[src/rtl/spd_pkg.sv]
package spd_pkg;

  // Stack operation kind codes carried on in_kind.
  typedef enum logic [2:0] {
    K_NONE = 3'd0,
    K_PUSH = 3'd1,
    K_POP  = 3'd2,
    K_CALL = 3'd3,
    K_RET  = 3'd4
  } stk_kind_e;

  // Width of the byte-count path (largest size is 16 bytes).
  localparam int NB_W = 5;

endpackage

[src/rtl/spd_step.sv]
// Combinational next-offset calculation for one instruction.
module spd_step
  import spd_pkg::*;
#(
  parameter int DW         = 16,
  parameter int CALL_BYTES = 4
) (
  input  logic [DW-1:0] delta_i,
  input  logic [2:0]    kind_i,
  input  logic [1:0]    size_i,
  input  logic          uses_i,
  output logic          sync_o,
  output logic [DW-1:0] pre_o,
  output logic [DW-1:0] post_o,
  output logic [DW-1:0] disp_o
);

  localparam int SW = DW + 1;

  logic            dec, inc, ovf;
  logic [NB_W-1:0] nbytes;
  logic [SW-1:0]   ext, sz, trial;
  logic [DW-1:0]   base, szn;

  always_comb begin
    dec    = (kind_i == K_PUSH) || (kind_i == K_CALL);
    inc    = (kind_i == K_POP)  || (kind_i == K_RET);
    nbytes = ((kind_i == K_CALL) || (kind_i == K_RET)) ? NB_W'(CALL_BYTES)
                                                        : (NB_W'(2) << size_i);
    // Trial update one bit wider to spot leaving the signed range.
    ext    = {delta_i[DW-1], delta_i};
    sz     = SW'(nbytes);
    trial  = dec ? (ext - sz) : (ext + sz);
    ovf    = (dec || inc) && (trial[SW-1] != trial[SW-2]);
    sync_o = (uses_i || ovf) && (delta_i != '0);
    base   = sync_o ? '0 : delta_i;
    szn    = DW'(nbytes);
    if (dec)      post_o = base - szn;
    else if (inc) post_o = base + szn;
    else          post_o = base;
    pre_o  = base;
    disp_o = dec ? post_o : base;
  end

endmodule

[src/rtl/spd_ckpt_ram.sv]
// Simple dual-port table: one write port, one registered read port.
module spd_ckpt_ram #(
  parameter int AW = 6,
  parameter int WW = 32
) (
  input  logic          clk,
  input  logic          wr_en,
  input  logic [AW-1:0] wr_addr,
  input  logic [WW-1:0] wr_data,
  input  logic          rd_en,
  input  logic [AW-1:0] rd_addr,
  output logic [WW-1:0] rd_data
);

  localparam int DEPTH = 1 << AW;

  logic [WW-1:0] mem [DEPTH];

  always_ff @(posedge clk) begin
    if (wr_en) mem[wr_addr] <= wr_data;
  end

  always_ff @(posedge clk) begin
    if (rd_en) rd_data <= mem[rd_addr];
  end

endmodule

[src/rtl/spd_tracker.sv]
module spd_tracker #(
  parameter int DW         = 16,
  parameter int TAG_W      = 6,
  parameter int CALL_BYTES = 4
) (
  input  logic             clk,
  input  logic             rst,
  input  logic             in_valid,
  input  logic [2:0]       in_kind,
  input  logic [1:0]       in_size,
  input  logic             in_uses_sp,
  input  logic [TAG_W-1:0] in_tag,
  input  logic             rec_valid,
  input  logic [TAG_W-1:0] rec_tag,
  input  logic             rec_after,
  output logic             res_valid,
  output logic [TAG_W-1:0] res_tag,
  output logic [DW-1:0]    res_disp,
  output logic             sync_req,
  output logic [DW-1:0]    sync_add,
  output logic [DW-1:0]    ckpt_pre,
  output logic [DW-1:0]    ckpt_post
);

  localparam int EW = 2 * DW;

  logic [DW-1:0] delta_q;
  logic          restore_q;
  logic          after_q;
  logic          accept;

  logic          st_sync;
  logic [DW-1:0] st_pre, st_post, st_disp;
  logic [EW-1:0] rd_entry;

  assign accept = in_valid && !rec_valid && !restore_q;

  spd_step #(
    .DW        (DW),
    .CALL_BYTES(CALL_BYTES)
  ) step_i (
    .delta_i(delta_q),
    .kind_i (in_kind),
    .size_i (in_size),
    .uses_i (in_uses_sp),
    .sync_o (st_sync),
    .pre_o  (st_pre),
    .post_o (st_post),
    .disp_o (st_disp)
  );

  spd_ckpt_ram #(
    .AW(TAG_W),
    .WW(EW)
  ) ckpt_i (
    .clk    (clk),
    .wr_en  (accept),
    .wr_addr(in_tag),
    .wr_data({st_pre, st_post}),
    .rd_en  (rec_valid),
    .rd_addr(rec_tag),
    .rd_data(rd_entry)
  );

  // Offset register and recovery sequencing.
  always_ff @(posedge clk) begin
    if (rst) begin
      delta_q   <= '0;
      restore_q <= 1'b0;
      after_q   <= 1'b0;
    end else begin
      restore_q <= rec_valid;
      if (rec_valid) after_q <= rec_after;
      if (restore_q)   delta_q <= after_q ? rd_entry[DW-1:0] : rd_entry[EW-1:DW];
      else if (accept) delta_q <= st_post;
    end
  end

  // Registered per-instruction results.
  always_ff @(posedge clk) begin
    if (rst) begin
      res_valid <= 1'b0;
      res_tag   <= '0;
      res_disp  <= '0;
      sync_req  <= 1'b0;
      sync_add  <= '0;
      ckpt_pre  <= '0;
      ckpt_post <= '0;
    end else begin
      res_valid <= accept;
      sync_req  <= accept && st_sync;
      if (accept) begin
        res_tag   <= in_tag;
        res_disp  <= st_disp;
        sync_add  <= st_sync ? delta_q : '0;
        ckpt_pre  <= st_pre;
        ckpt_post <= st_post;
      end
    end
  end

endmodule

[config.mk]
export PLATFORM = sky130hd
export DESIGN_NAME = spd_tracker
export DESIGN_NICKNAME = d
export VERILOG_FILES = /design/src/rtl/spd_pkg.sv /design/src/rtl/spd_step.sv /design/src/rtl/spd_ckpt_ram.sv /design/src/rtl/spd_tracker.sv
export SDC_FILE = /design/constraint.sdc
export NUM_CORES = 2
export LEC_CHECK = 0
export BUFFER_PORTS_ARGS = -buffer_cell sky130_fd_sc_hd__buf_2
export CAP_MARGIN = 30
export CORE_MARGIN = 2
export CORE_UTILIZATION = 30
export CTS_CLUSTER_SIZE = 12
export DETAILED_ROUTE_END_ITERATION = 7
export REMOVE_ABC_BUFFERS = 1
export SYNTH_ARGS = -nofsm -noshare
export SYNTH_HDL_FRONTEND = slang
export SYNTH_SLANG_ARGS = --single-unit
[constraint.sdc]
create_clock -name clk -period 9.4 [get_ports clk]
set_clock_uncertainty 0.1 [all_clocks]
set_input_delay 0.94 -clock clk [delete_from_list [all_inputs] [get_ports clk]]
set_output_delay 0.94 -clock clk [all_outputs]
set_load 0.01 [all_outputs]
# Word level (Yosys, flattened, before mapping)
# Memory sizes are Yosys's and may differ from the RTL's. A register that Yosys moved wholly into a read port is not among the register bits.
# Cells that the tools add are included.
dict set report totals {
  reg_bits 90
  elab_cells 47
  input_bits 23
  memories 1
  output_inout_bits 72
  latch_bits 0
  mem_bits_rw 2048
  mem_bits_ro 0
}
dict set report classes {
  div 0
  reduce_logical 14
  multipliers 0
  n_addsub 4
  order_cmp 0
  muxes 12
  n_eq_ne 5
  shifts 1
  n_bitwise 0
}
# name words word_bits read_ports rd_ports_with_merged_regs wr line_no
set memory_table {}
lappend memory_table {ckpt_i.mem 64 32 1 1 1 spd_ckpt_ram.sv:17} ;# logic [WW-1:0] mem [DEPTH];
# op count
set op_table {}
lappend op_table {{$mux W16} 8}
lappend op_table {{$add A16 B6 Y17} 1}
lappend op_table {{$mux W17} 1}
lappend op_table {{$sub A16 B6 Y17} 1}
lappend op_table {{$add A16 B5 Y16} 1}
lappend op_table {{$reduce_bool A16 Y1} 1}
lappend op_table {{$sub A16 B5 Y16} 1}
lappend op_table {{$eq A3 B2 Y1 const B} 2}
lappend op_table {{$logic_and A1 B1 Y1} 5}
lappend op_table {{$logic_or A1 B1 Y1} 5}
lappend op_table {{$mux W5} 1}
lappend op_table {{$shl A2 B2 Y5 const A} 1}
lappend op_table {{$eq A3 B1 Y1 const B} 1}
lappend op_table {{$eq A3 B3 Y1 const B} 1}
lappend op_table {{$logic_not A1 Y1} 2}
lappend op_table {{$mux W1} 2}
lappend op_table {{$reduce_bool A2 Y1} 1}
lappend op_table {{$ne A1 B1 Y1} 1}

# Longest topological paths before layout
dict set report depth {
  depth_word 15
  depth_mapped 29
  depth_no_buf 27
}

# Modules after synthesis
# Synthesis repeated with hierarchy kept, for this count alone.
dict set report hier_totals {
  hier_cells 4027
  hier_area_um2 84273.3
}
# module area_each_um2 cells_each instances seq_area_each_um2
set by_module_without_submodules {}
lappend by_module_without_submodules {spd_ckpt_ram 78835.6 3324 1 62459.9}
lappend by_module_without_submodules {spd_tracker 3464.6 407 1 1801.7}
lappend by_module_without_submodules {spd_step 1973.1 296 1 0.0}

# Worst setup path before layout
# No wires, ideal clock.
dict set report synth_path {
  path_kind {input to register}
  startpoint {input in_kind[2]}
  endpoint {memory ckpt_i.mem[0][14] (data pin)}
  setup_slack_ns -0.731
  t_arrival_ns 9.456
  path_buffers 1
  setup_ns 0.575
  t_required_ns 8.725
  path_stages 24
  cell_sequence {nand2b_1 inv_1 a21oi_1 and3_1 inv_1 ha_1 a21oi_1 ha_1 a211oi_2 nor2_1 o311a_1 o31a_1 o2111a_1 or3_1 buf_2 nor2_1 ha_1 o21ai_0 nand2b_1 inv_1 o21ai_0 o32ai_2 o2111ai_1 xnor2_1}
}
dict set report synth_via {
  elab_chain_len 13
  elab_cells_between_ends 21
  classes_between {add/sub (4); eq/ne (5); mux (5); reduce/logical (7)}
}
# item line_no
set synth_rtl {}
lappend synth_rtl {{start, declared} spd_tracker.sv:9} ;# input logic [2:0] in_kind,
lappend synth_rtl {{$eq A3 B2 Y1 / $eq A3 B3 Y1 (equally long branches)} {spd_step.sv:26, spd_step.sv:28, spd_step.sv:27}}
lappend synth_rtl {{$logic_or A1 B1 Y1} spd_step.sv:28} ;# nbytes = ((kind_i == K_CALL) || (kind_i == K_RET)) ? NB_W'(CALL_BYTES)
lappend synth_rtl {{$mux W5} spd_step.sv:28}
lappend synth_rtl {{$add A16 B6 Y17 / $sub A16 B6 Y17 (equally long branches)} spd_step.sv:33} ;# trial = dec ? (ext - sz) : (ext + sz);
lappend synth_rtl {{$mux W17} spd_step.sv:33}
lappend synth_rtl {{$ne A1 B1 Y1} spd_step.sv:34} ;# ovf = (dec || inc) && (trial[SW-1] != trial[SW-2]);
lappend synth_rtl {{$logic_and A1 B1 Y1 *} spd_step.sv:34}
lappend synth_rtl {{$logic_or A1 B1 Y1 *} spd_step.sv:35} ;# sync_o = (uses_i || ovf) && (delta_i != '0);
lappend synth_rtl {{$logic_and A1 B1 Y1 *} spd_step.sv:35}
lappend synth_rtl {{$mux W16 *} spd_step.sv:36} ;# base = sync_o ? '0 : delta_i;
lappend synth_rtl {{named net ckpt_i.wr_data[19]} spd_ckpt_ram.sv:9} ;# input logic [WW-1:0] wr_data,
lappend synth_rtl {{$add A16 B5 Y16} spd_step.sv:39} ;# else if (inc) post_o = base + szn;
lappend synth_rtl {{$mux W16} spd_step.sv:39}
lappend synth_rtl {{$mux W16 *} spd_step.sv:38} ;# if (dec) post_o = base - szn;
lappend synth_rtl {{named net ckpt_i.wr_data[14]} spd_ckpt_ram.sv:9}
lappend synth_rtl {{end, declared} spd_ckpt_ram.sv:17}
# The timed path passes the listed nets; every way through them passes the cells marked *.

# Final worst setup path
dict set report layout_path {
  startpoint {input in_kind[2]}
  endpoint {memory ckpt_i.mem[55][13] (data pin)}
}
# The elaborated chain is that of the path after synthesis.

==> metrics.cfg <==
[status]
run_status = finished clean

[placed_design]
dp_cells = 7197
io_buffer_count = 94
dpl.hpwl_um = 124000
gp_congestion = 0.876

[worst_setup_path]
crit_path_top_delay_cell = inv_2
end_kind = flip-flop
rr_startpoint = delta_q[1]
criticalPathCategory = input port to flip-flop
worst_r2r_path_depth = 22
cp.required_ps = 9790
r2r-end = ckpt_i.mem[55][13]
cp-start-kind = input port
cp_common_cell = a21oi_1
path_max_fanout = 64
crit_start = in_kind[2]
r2r_slack_ps = 2570
cp.arrival_ps = 8200
cpPeakStageDelay_ps = 760

[die]
core_area_sq_mm = 0.270
rows = 191
initial_core_util_pct = 30.1
die_h_um = 525
io_pins = 95
die_w_um = 525
dieArea_sq_mm = 0.275

[worst_hold_path]
hold_depth = 3
hp-class = input port to flip-flop
hold_start = rec_after
whs_endpoint = after_q

[timing]
whs_ps = 329
finalSetupViolCount = 0
tightest_slew_ps = 1020
finalHoldViolCount = 0
layout_min_cycle_time_ps = 7810
fin_crit_sh_pct = 83.0
max_freq_mhz = 128
slew_viol_final = 0
timing.slew.headroom_pct = 31.8
rsz0062_at_grt = no

[routing]
wl_um = 228000
post_drt_via_cell_ratio = 5.27
ant_nets = 0
remaining_drc_errors = 0
post_drt_wl_per_cell_um = 30.1
drt_iter0_drc = 5520
vias = 40000
drt-pass1-iter-count = 6

[clocking]
max-clock-path-buffers = 3
cts-hold-fix-buffers = 0
clock_latency_ps = 850
cts_tree = yes
cts_buffers = 210
numClockSinks = 2103
htreeDepth = 4
cts_resized = 0
cts_root_buf = clkbuf_16
post-cts-setup-buffer-count = 0
cts.clk_slew.worst_paths_ps = 60

[synth]
yosysTopAreaCellShare_pct = 74.4
synth_cell_types = 69
synthCells = 3590
yosysSeqAreaShare_pct = 76.5
synth-seq-cells = 2103
netlist_area_sq_mm = 0.0814
synth_area_per_cell_sq_um = 22.7
ys_async_sr_fraction_pct = 0
yosys_warnings = 0
synth_ff_type = edfxtp_1
synth-edff-count = 2015
synth_largest_area_cell = edfxtp_1
synth_area_leaders = edfxtp_1, mux4_2, dfxtp_1, nor2_1, clkbuf_1

[layout]
synthToLayoutAreaGrowth_pct = 15.3
layout-drive-gt1-share_pct = 31.3
nets = 3895
fin_cells = 7579

[global_routing]
grt_pass1_wl_um = 316000
grt_max_degree = 134
grt_pass1_vias = 39400
grt-ovfl-total = 0
gr-usage-all-layers_pct = 16.3
antenna_found_initial = 8

[job]
drv_cap = 0

[power_and_ir_drop]
power_leakage_nw = 29.2
power.internal_mw = 15.2
fin_total_pwr_mw = 19.6
pwr-share-clk_pct = 39.7
seq_power_share_pct = 53.6
ir_drop_mv = 0.203
pwr-share-comb_pct = 6.7
p_sw_mw = 4.35
powerDensity_mw_per_mm2 = 209
swShare_pct = 22.2

cells in the final DEF, fill, tap and decap left out, drive strengths merged, types with 10 or more instances in the layout:
cell / count
clkbuf: 310
o21ai: 23
mux2i: 14
a21oi: 74
nor2: 150
edfxtp: 2015
nand3: 38
xnor2: 16
nand2b: 11
nor3: 13
dfxtp: 88
a211oi: 23
ha: 27
buf: 238
clkinv: 53
inv: 40
nand4: 10
mux4: 651
nand2: 93
layer usage:
layer | track usage (%) | up-vias | routed length [um]
li1 | - | 15700 | -
met1 | 21.9 | 21900 | 90200
met2 | 26.4 | 1978 | 110000
met3 | 3.10 | 385 | 19800
met4 | 5.60 | 2 | 8070
met5 | 0 | - | 12
registers in the layout (all words and copies together), names as in the netlist:
signal	count
after_q	1
res_disp	16
delta_q	16
sync_add	16
ckpt_pre	15
ckpt_i.mem	1984
res_tag	6
ckpt_i.rd_data	31
ckpt_post	15
restore_q	1
res_valid	1
sync_req	1
synthesized netlist by cell type, drive strengths merged (13+ instances only):
master	number
a211oi	23
a21oi	74
buf	62
clkbuf	135
dfxtp	88
edfxtp	2015
ha	27
inv	36
mux2i	14
mux4	651
nand2	93
nand3	38
nor2	150
nor3	13
o21ai	23
xnor2	16
how the worst max path moves through the flow:
| stage | to |
|---|---|
| after floorplan | ckpt_i.mem[0][14] |
| after global placement | ckpt_i.mem[44][15] |
| after detailed placement | ckpt_i.mem[34][13] |
| after CTS | ckpt_i.mem[30][13] |
| after global routing | ckpt_i.mem[51][13] |
| final | ckpt_i.mem[55][13] |
kinds of logic (layout without fill, tap and decap cells):
family | count (synthesis) | count (layout) | share of synthesized area [%]
flops | 2103 | 2103 | 76.5
mux | 669 | 669 | 18.3
simple gates | 359 | 359 | 1.99
buf+inv | 233 | 643 | 1.09
compound gates | 176 | 176 | 1.43
fa+ha+maj | 28 | 28 | 0.440
xor+xnor | 22 | 22 | 0.246
other cells | 0 | 9 | 0
power groups by stage:
stage / clock, mW / combinational, mW / sequential, mW
after global routing: 8.23 / 1.38 / 10.5
final: 7.76 / 1.31 / 10.5
after floorplan: 0 / 0.624 / 10.7
after global placement: 0 / 1.26 / 10.7
after detailed placement: 0 / 1.30 / 10.7
after CTS: 7.90 / 1.30 / 10.5
critical path: cells and delay by family:
kind	cells	cell delay, ps
buffers and inverters	6	1310
AOI/OAI and AO/OA	11	2630
adders and majority gates	4	1170
and+or+nand+nor	7	1900
xor gates and xnor gates	1	190
final cells by class:
class,instances,area [sq um]
Fill cell,24700,176000
Sequential cell,2103,62300
Multi-Input combinational cell,1254,18800
Clock buffer,309,5790
Tap cell,3570,4470
Timing Repair Buffer,239,1830
Clock inverter,59,499
Inverter,36,135
Antenna cell,9,22.5
metrics by stage:
stage | setup WS (ps) | TNS [ps] | utilization [%] | cell area, sq um
floorplan | -1590 | -693340 | - | 80600
global placement | 808 | 0 | 32.3 | 87300
detailed placement | 601 | 0 | 32.3 | 87400
CTS | 1440 | 0 | 34.7 | 93700
global route | 1120 | 0 | 34.7 | 93800
finish | 1590 | 0 | 34.7 | 93800
(Power assumes the default switching activity.)
